$ cat config.mk
export PLATFORM = sky130hd
export DESIGN_NAME = ling_adder
export DESIGN_NICKNAME = d
export VERILOG_FILES = /design/src/rtl/ling_adder_pkg.sv /design/src/rtl/ling_pg_stage.sv /design/src/rtl/ling_group.sv /design/src/rtl/ling_lookahead.sv /design/src/rtl/ling_adder.sv
export SDC_FILE = /design/constraint.sdc
export NUM_CORES = 1
export LEC_CHECK = 0
export BUFFER_PORTS_ARGS = -buffer_cell sky130_fd_sc_hd__buf_2
export CAP_MARGIN = 20
export CORE_ASPECT_RATIO = 0.9
export CORE_MARGIN = 2
export CORE_UTILIZATION = 50
export CTS_CLUSTER_DIAMETER = 200
export DETAILED_ROUTE_END_ITERATION = 7
export HOLD_SLACK_MARGIN = 0.05
export PLACE_DENSITY_LB_ADDON = 0.2
export SYNTH_ARGS = -nofsm -noshare
export SYNTH_HDL_FRONTEND = slang
export SYNTH_SLANG_ARGS = --single-unit
$ cat constraint.sdc
create_clock -name clk -period 7 [get_ports clk]
set_clock_uncertainty 0.2 [all_clocks]
set_input_delay 2.1 -clock clk [delete_from_list [all_inputs] [get_ports clk]]
set_output_delay 2.1 -clock clk [all_outputs]
set_load 0.01 [all_outputs]
$ cat src/rtl/ling_adder_pkg.sv
package ling_adder_pkg;
  // Per-group pair handed to the second lookahead level
  typedef struct packed {
    logic hg;  // local pseudo-generate of the group's top bit
    logic tg;  // AND of the transmits feeding the group
  } grp_sig_t;
endpackage

$ cat src/rtl/ling_pg_stage.sv
module ling_pg_stage #(
  parameter int WIDTH = 32
) (
  input  logic [WIDTH-1:0] a,
  input  logic [WIDTH-1:0] b,
  output logic [WIDTH-1:0] g,
  output logic [WIDTH-1:0] t,
  output logic [WIDTH-1:0] x
);
  for (genvar i = 0; i < WIDTH; i++) begin : g_bit
    assign g[i] = a[i] & b[i];
    assign t[i] = a[i] | b[i];
    assign x[i] = a[i] ^ b[i];
  end
endmodule

$ cat src/rtl/ling_group.sv
module ling_group
  import ling_adder_pkg::*;
#(
  parameter int GRP = 4
) (
  input  logic [GRP-1:0] g,
  input  logic [GRP-1:0] t,
  input  logic [GRP-1:0] x,
  input  logic           t_below,
  input  logic           h_below,
  output logic [GRP-1:0] s,
  output grp_sig_t       grp
);
  logic [GRP-1:0] hloc;
  logic [GRP-1:0] tprod;
  logic [GRP-2:0] h;

  // AND of tv[lo..hi]; an empty span yields 1
  function automatic logic t_span(input logic [GRP-1:0] tv, input int lo, input int hi);
    logic r;
    r = 1'b1;
    for (int l = 0; l < GRP; l++) begin
      if (l >= lo && l <= hi) r = r & tv[l];
    end
    return r;
  endfunction

  always_comb begin
    for (int k = 0; k < GRP; k++) begin
      // reduced Ling form: g[m] needs only the transmits strictly between m and k
      hloc[k] = 1'b0;
      for (int m = 0; m <= k; m++) begin
        hloc[k] = hloc[k] | (g[m] & t_span(t, m + 1, k - 1));
      end
      tprod[k] = t_below & t_span(t, 0, k - 1);
    end
    for (int k = 0; k < GRP - 1; k++) begin
      h[k] = hloc[k] | (tprod[k] & h_below);
    end
    // real carry rebuilt only at each sum bit
    s[0] = x[0] ^ (t_below & h_below);
    for (int k = 1; k < GRP; k++) begin
      s[k] = x[k] ^ (t[k-1] & h[k-1]);
    end
    grp.hg = hloc[GRP-1];
    grp.tg = tprod[GRP-1];
  end
endmodule

$ cat src/rtl/ling_lookahead.sv
module ling_lookahead #(
  parameter int NGRP = 8
) (
  input  logic [NGRP-1:0] hg,
  input  logic [NGRP-1:0] tg,
  input  logic            cin,
  output logic [NGRP-1:0] hin,
  output logic            h_out
);
  // pseudo-carry leaving group j-1, in flat sum-of-products form
  function automatic logic h_at(input logic [NGRP-1:0] hv, input logic [NGRP-1:0] tv,
                                input logic c, input int j);
    logic acc;
    logic prod;
    prod = c;
    for (int l = 0; l < NGRP; l++) begin
      if (l < j) prod = prod & tv[l];
    end
    acc = prod;
    for (int m = 0; m < NGRP; m++) begin
      if (m < j) begin
        prod = hv[m];
        for (int l = 0; l < NGRP; l++) begin
          if (l > m && l < j) prod = prod & tv[l];
        end
        acc = acc | prod;
      end
    end
    return acc;
  endfunction

  always_comb begin
    for (int j = 0; j < NGRP; j++) begin
      hin[j] = h_at(hg, tg, cin, j);
    end
    h_out = h_at(hg, tg, cin, NGRP);
  end
endmodule

$ cat src/rtl/ling_adder.sv
module ling_adder
  import ling_adder_pkg::*;
#(
  parameter int WIDTH   = 32,
  parameter int GRP     = 4,
  parameter bit OUT_REG = 1'b1
) (
  input  logic             clk,
  input  logic             rst,
  input  logic [WIDTH-1:0] op_a,
  input  logic [WIDTH-1:0] op_b,
  input  logic             cin,
  output logic [WIDTH-1:0] sum,
  output logic             cout
);
  localparam int NGRP = WIDTH / GRP;

  logic [WIDTH-1:0] g, t, x;
  logic [WIDTH-1:0] ling_sum;
  logic             ling_cout;
  logic             h_top;
  logic [NGRP-1:0]  hg, tg, hin, t_below;
  grp_sig_t         grp_sig [NGRP];

  ling_pg_stage #(.WIDTH(WIDTH)) u_pg (
    .a(op_a), .b(op_b), .g(g), .t(t), .x(x)
  );

  for (genvar j = 0; j < NGRP; j++) begin : g_grp
    if (j == 0) begin : g_first
      assign t_below[j] = 1'b1;
    end else begin : g_rest
      assign t_below[j] = t[j*GRP-1];
    end
    ling_group #(.GRP(GRP)) u_grp (
      .g(g[j*GRP +: GRP]),
      .t(t[j*GRP +: GRP]),
      .x(x[j*GRP +: GRP]),
      .t_below(t_below[j]),
      .h_below(hin[j]),
      .s(ling_sum[j*GRP +: GRP]),
      .grp(grp_sig[j])
    );
    assign hg[j] = grp_sig[j].hg;
    assign tg[j] = grp_sig[j].tg;
  end

  ling_lookahead #(.NGRP(NGRP)) u_la (
    .hg(hg), .tg(tg), .cin(cin), .hin(hin), .h_out(h_top)
  );

  assign ling_cout = t[WIDTH-1] & h_top;

  if (OUT_REG) begin : g_oreg
    always_ff @(posedge clk) begin
      if (rst) begin
        sum  <= '0;
        cout <= 1'b0;
      end else begin
        sum  <= ling_sum;
        cout <= ling_cout;
      end
    end

    rst_clear_chk: assert property (@(posedge clk) disable iff (rst)
      $past(rst) |-> (sum == '0 && !cout))
      else $error("outputs not cleared after reset");
  end else begin : g_comb
    assign sum  = ling_sum;
    assign cout = ling_cout;
  end

  // ---------------- checking references (independent of Ling nets) -----
  logic [WIDTH:0]  ref_sum;
  logic [NGRP-1:0] conv_entry;
  logic            conv_out;
  logic            rc;

  assign ref_sum = {1'b0, op_a} + {1'b0, op_b} + {{WIDTH{1'b0}}, cin};

  always_comb begin
    conv_entry = '0;
    rc = cin;
    for (int i = 0; i < WIDTH; i++) begin
      if (i % GRP == 0) conv_entry[i/GRP] = rc;
      rc = (op_a[i] & op_b[i]) | ((op_a[i] | op_b[i]) & rc);
    end
    conv_out = rc;
  end


  sum_ref_chk: assert property (@(posedge clk) disable iff (rst)
    ling_sum == ref_sum[WIDTH-1:0])
    else $error("Ling sum differs from arithmetic reference");


  cout_ref_chk: assert property (@(posedge clk) disable iff (rst)
    (ling_cout == ref_sum[WIDTH]) && (ling_cout == conv_out))
    else $error("Ling carry-out differs from reference");


  grp_entry_chk: assert property (@(posedge clk) disable iff (rst)
    (t_below & hin) == conv_entry)
    else $error("group entry carry differs from ripple carry");


  cin_zero_chk: assert property (@(posedge clk) disable iff (rst)
    (op_a == '0 && op_b == '0) |-> (ling_sum == {{(WIDTH-1){1'b0}}, cin} && !ling_cout))
    else $error("carry-in not placed below bit 0");


  compl_chk: assert property (@(posedge clk) disable iff (rst)
    (op_a == ~op_b) |-> (ling_sum == {WIDTH{~cin}} && ling_cout == cin))
    else $error("complementary operands give wrong result");
endmodule

### After elaboration in Yosys (flattened, before gate mapping)

Cells that the tools add are included.

* bitwise operators: 389

Operator list (number)
* $and A1 B1 Y1: 185
* $or A1 B1 Y1: 140
* $xor A1 B1 Y1: 64

* register bits after elaboration: 33
* input port bits: 67
* output and inout port bits: 33
* logic and storage cells: 391

### Longest topological paths before layout

* depth after elaboration: 23
* depth in mapped cells: 12

### Cells and area by module

From an unflattened synthesis, not the netlist that was laid out.

* cells, all modules: 382
* area, all modules: 3080.5 um^2

By module, submodules not included
* ling_pg_stage: times used 1, cells each 160, area each 1161.1 um^2
* ling_adder: times used 1, cells each 70, area each 895.9 um^2
* ling_group: times used 8, cells each 16, area each 107.6 um^2
* ling_lookahead: times used 1, cells each 24, area each 162.7 um^2

### Worst setup path after synthesis

OpenSTA, ideal clock, no wires.

* kind: input to register
* start point: in op_a[6]
* end point: reg sum[31]
* setup time: 0.123 ns
* arrival time: 4.335 ns
* data required time: 6.677 ns
* path slack: 2.342 ns
* stages on the path: 11
* buffers on the path: 0
* path through: inv_1 -> ha_1 -> or4_1 -> a31oi_1 -> or3_1 -> a31oi_1 -> a21oi_2 -> a21oi_1 -> or3_4 -> a211oi_2 -> mux2_1

* cells in the longest elaborated chain, start to end: 21
* elaborated cells between the ends (all ways): 38
* classes of those cells: 38 x bitwise

RTL lines
* start, declared: RTL line ling_adder.sv:10 `input logic [WIDTH-1:0] op_a,`
* $or A1 B1 Y1: RTL line ling_pg_stage.sv:12 `assign t[i] = a[i] | b[i];`
* $and A1 B1 Y1: RTL line ling_group.sv:23 `if (l >= lo && l <= hi) r = r & tv[l];`
* $and A1 B1 Y1: RTL line ling_group.sv:33 `hloc[k] = hloc[k] | (g[m] & t_span(t, m + 1, k - 1));`
* $or A1 B1 Y1 (3 in a row): RTL line ling_group.sv:33
* $and A1 B1 Y1 (5 in a row): RTL line ling_lookahead.sv:24 `if (l > m && l < j) prod = prod & tv[l];`
* $or A1 B1 Y1 (*) (6 in a row): RTL line ling_lookahead.sv:26 `acc = acc | prod;`
* $and A1 B1 Y1 (*): RTL line ling_group.sv:38 `h[k] = hloc[k] | (tprod[k] & h_below);`
* $or A1 B1 Y1 (*): RTL line ling_group.sv:38
* $and A1 B1 Y1 (*): RTL line ling_group.sv:43 `s[k] = x[k] ^ (t[k-1] & h[k-1]);`
* $xor A1 B1 Y1 (*): RTL line ling_group.sv:43
* end signal, assigned: RTL line ling_adder.sv:60 `sum <= ling_sum;`
* end, declared: RTL line ling_adder.sv:13 `output logic [WIDTH-1:0] sum,`

Mark *: on every way between the ends. The rest lies on a longest branch, timed or not.
A chain may end at the register's enable or synchronous reset.

### Worst setup path in the final report

* start point: in op_a[1]
* end point: reg sum[31]

* cells in the longest elaborated chain, start to end: 23
* elaborated cells between the ends (all ways): 34
* classes of those cells: 34 x bitwise

RTL lines (RTL line)
* $or A1 B1 Y1: ling_pg_stage.sv:12
* $and A1 B1 Y1: ling_group.sv:23
* $and A1 B1 Y1: ling_group.sv:33
* $or A1 B1 Y1 (3 in a row): ling_group.sv:33
* $and A1 B1 Y1 (6 in a row): ling_lookahead.sv:24
* $or A1 B1 Y1 (*) (7 in a row): ling_lookahead.sv:26
* $and A1 B1 Y1 (*): ling_group.sv:38
* $or A1 B1 Y1 (*): ling_group.sv:38
* $and A1 B1 Y1 (*): ling_group.sv:43
* $xor A1 B1 Y1 (*): ling_group.sv:43

Marks and branches as above.

==> results.ini <==
[power_and_ir_drop]
p_per_area_nw_per_um2=158.4
p_leak_uw=0.002026
ir_worst_vdd_v=0.00009041
finalPower_uw=562.4

[run_status]
status=complete, no violations

[drt]
drc=0
drt_wl_total_um=5765
drt_first_pass_iters=4
drt_iter0_drc=40
via_count=2500
vias_per_cell=4.789
final_antenna_net_count=0
detail_route.wl_per_cell_um=11.04

[clock_network]
cts-resized-gates=0
htreeDepth=2
cts_buffers=5
post_cts_buffers=0
root_buffer=clkbuf_8
clkTransAtPathRegs_ps=80
cts.sinks=33
cts_tree=done
clk_path_buf_depth=2
hold_buffers=0

[synthesis]
ys_seq_area_frac=0.2278
synth_top_area_cell=ha_1
yosys-top-cells-area=ha_1 28%, dfxtp_1 23%, inv_1 10%
synth_cell_types=42
avgSynthCellArea_um2=8.310
synth_edf_count=0
synthArstFlopShare=0
synthCells=349
synth_top_area_frac=0.2804
syn-cell-area_um2=2900
synth_warnings=0
synth_seq_cells=33
ys.flop_type=dfxtp_1
synth_nets=489

[placed_design]
dpl_cell_area_um2=3468
placed_cells=514
io_buffers=99
dp_hpwl_um=4888
place_congestion=0.8563

[floorplanning]
num_rows=26
dieHeight_um=76.26
core-area_um2=5628
io_pins=100
initial_utilization=0.5153
dieWidth_um=84.28
die-area_um2=6427

[sta]
rsz0062_at_grt=no
final_hold_viol_count=0
tightest_slew_ps=668.2
setup_violations=0
finalSetupTns_ps=0
min_period_ps=4741
slew_headroom=0.5546
fmax_mhz=210.9
period_share=0.6773
slew_viol_final=0

[grt]
grt_pass1_wl_um=9984
overflow=0
grtUsageTotal=0.1849
grt_pass1_vias=2425
grt_max_degree=36
antenna_found_initial=0

[job]
maxCapViolations=0

[final_layout]
fin_nets=591
postLayoutCoreUtil=0.6309
n_antenna_cell=0
drive_gt1_frac=0.2478
multi_input_area_um2=1932
fill_cells=524
finalInstanceArea_um2=3551
finalNonFillerCells=522
syn2layout_area_growth_pct=22.43
seqCellArea_um2=660.6

[worst_setup_path]
crit_type=in2reg
crit_required_ps=6970
cp-start-kind=input port
cp.arrival_ps=4710
worstSetupEndpointType=flop
critical_path.max_fanout=5

[min_path]
min-delay-path-class=in2reg
whs_path_depth=3

-- critical path, stage by stage --
cell      delay, ps
buf_2            90
inv_1            40
ha_1            230
nor4b_1         560
nand4_1         150
o211ai_1        160
o21ai_0         170
a21oi_2         220
a21oi_1         110
or3_4           360
a211oi_2        190
mux2_1          340
-- report_power, final --
part / switching [uW] / leakage, uW / total (uW) / internal, uW
clock: 73.6 / 0.0000450 / 143 / 69.0
combinational: 105 / 0.00171 / 201 / 95.9
sequential: 5.84 / 0.000275 / 219 / 213
-- layout make-up --
class,count,share of cell area
tap,70,0.02467
sequential,33,0.1860
timing repair buffer,99,0.1395
clock buffer,6,0.02044
inverter,78,0.08245
multi-input combinational,234,0.5440
clock inverter,2,0.002819
-- state kept, by name, indices dropped and copies added (netlist names) --
name  count
cout      1
sum      32
-- logic make-up (layout without fill, tap and decap cells) --
| group | Yosys count | after routing | synth area share |
|---|---|---|---|
| AOI/OAI and AO/OA | 45 | 45 | 0.1027 |
| xor gates and xnor gates | 19 | 19 | 0.05738 |
| adders and majority gates | 73 | 73 | 0.3356 |
| buffers and inverters | 82 | 185 | 0.1061 |
| DFF | 33 | 33 | 0.2278 |
| muxes | 2 | 2 | 0.007765 |
| and+or+nand+nor | 95 | 95 | 0.1626 |
-- synth_stat cells (all sizes together) (2+ instances only) --
library cell and instances:
a2111o 2, a21o 2, a21oi 15, a31oi 3, and2 2, clkbuf 4
dfxtp 33, fa 8, ha 65, inv 78, mux2 2, nand2b 3
nor2 51, nor2b 11, nor3 6, nor3b 2, nor4 6, o211ai 2
o21ai 9, o21bai 2, o31a 2, or3 5, or4 3, xnor2 14
xor2 5
-- routing by layer --
metal	up-vias	GRT usage	share of wire
li1	1303	-	-
met4	0	0.04355	0.0062
met1	1134	0.2163	0.43
met5	-	0	0
met2	59	0.3444	0.52
met3	4	0.03575	0.050
-- path summary, 6_finish.rpt --
path / start / to
worst max-delay path: op_a[1] / sum[31]
worst min-delay path: op_b[24] / sum[24]
-- metrics by stage --
step	hold WS (ps)	setup slack, ps
after detailed placement	2293	1929
after global routing	2039	2022
after global placement	2293	2019
final	2030	2259
after CTS	2024	2227
after floorplan	2166	2342
-- layout by cell type, fill, tap and decap left out, drive strengths merged, types with 2 or more instances in the layout --
master and n:
buf 99, inv 78, ha 65, nor2 51, dfxtp 33, a21oi 15
xnor2 14, nor2b 11, o21ai 9, fa 8, nor4 6, nor3 6
clkbuf 6, xor2 5, or3 5, nand2b 3, or4 3, a31oi 3
a2111o 2, o21bai 2, and2 2, o31a 2, o211ai 2, nor3b 2
a21o 2, clkinv 2, mux2 2
(Power assumes the default switching activity.)
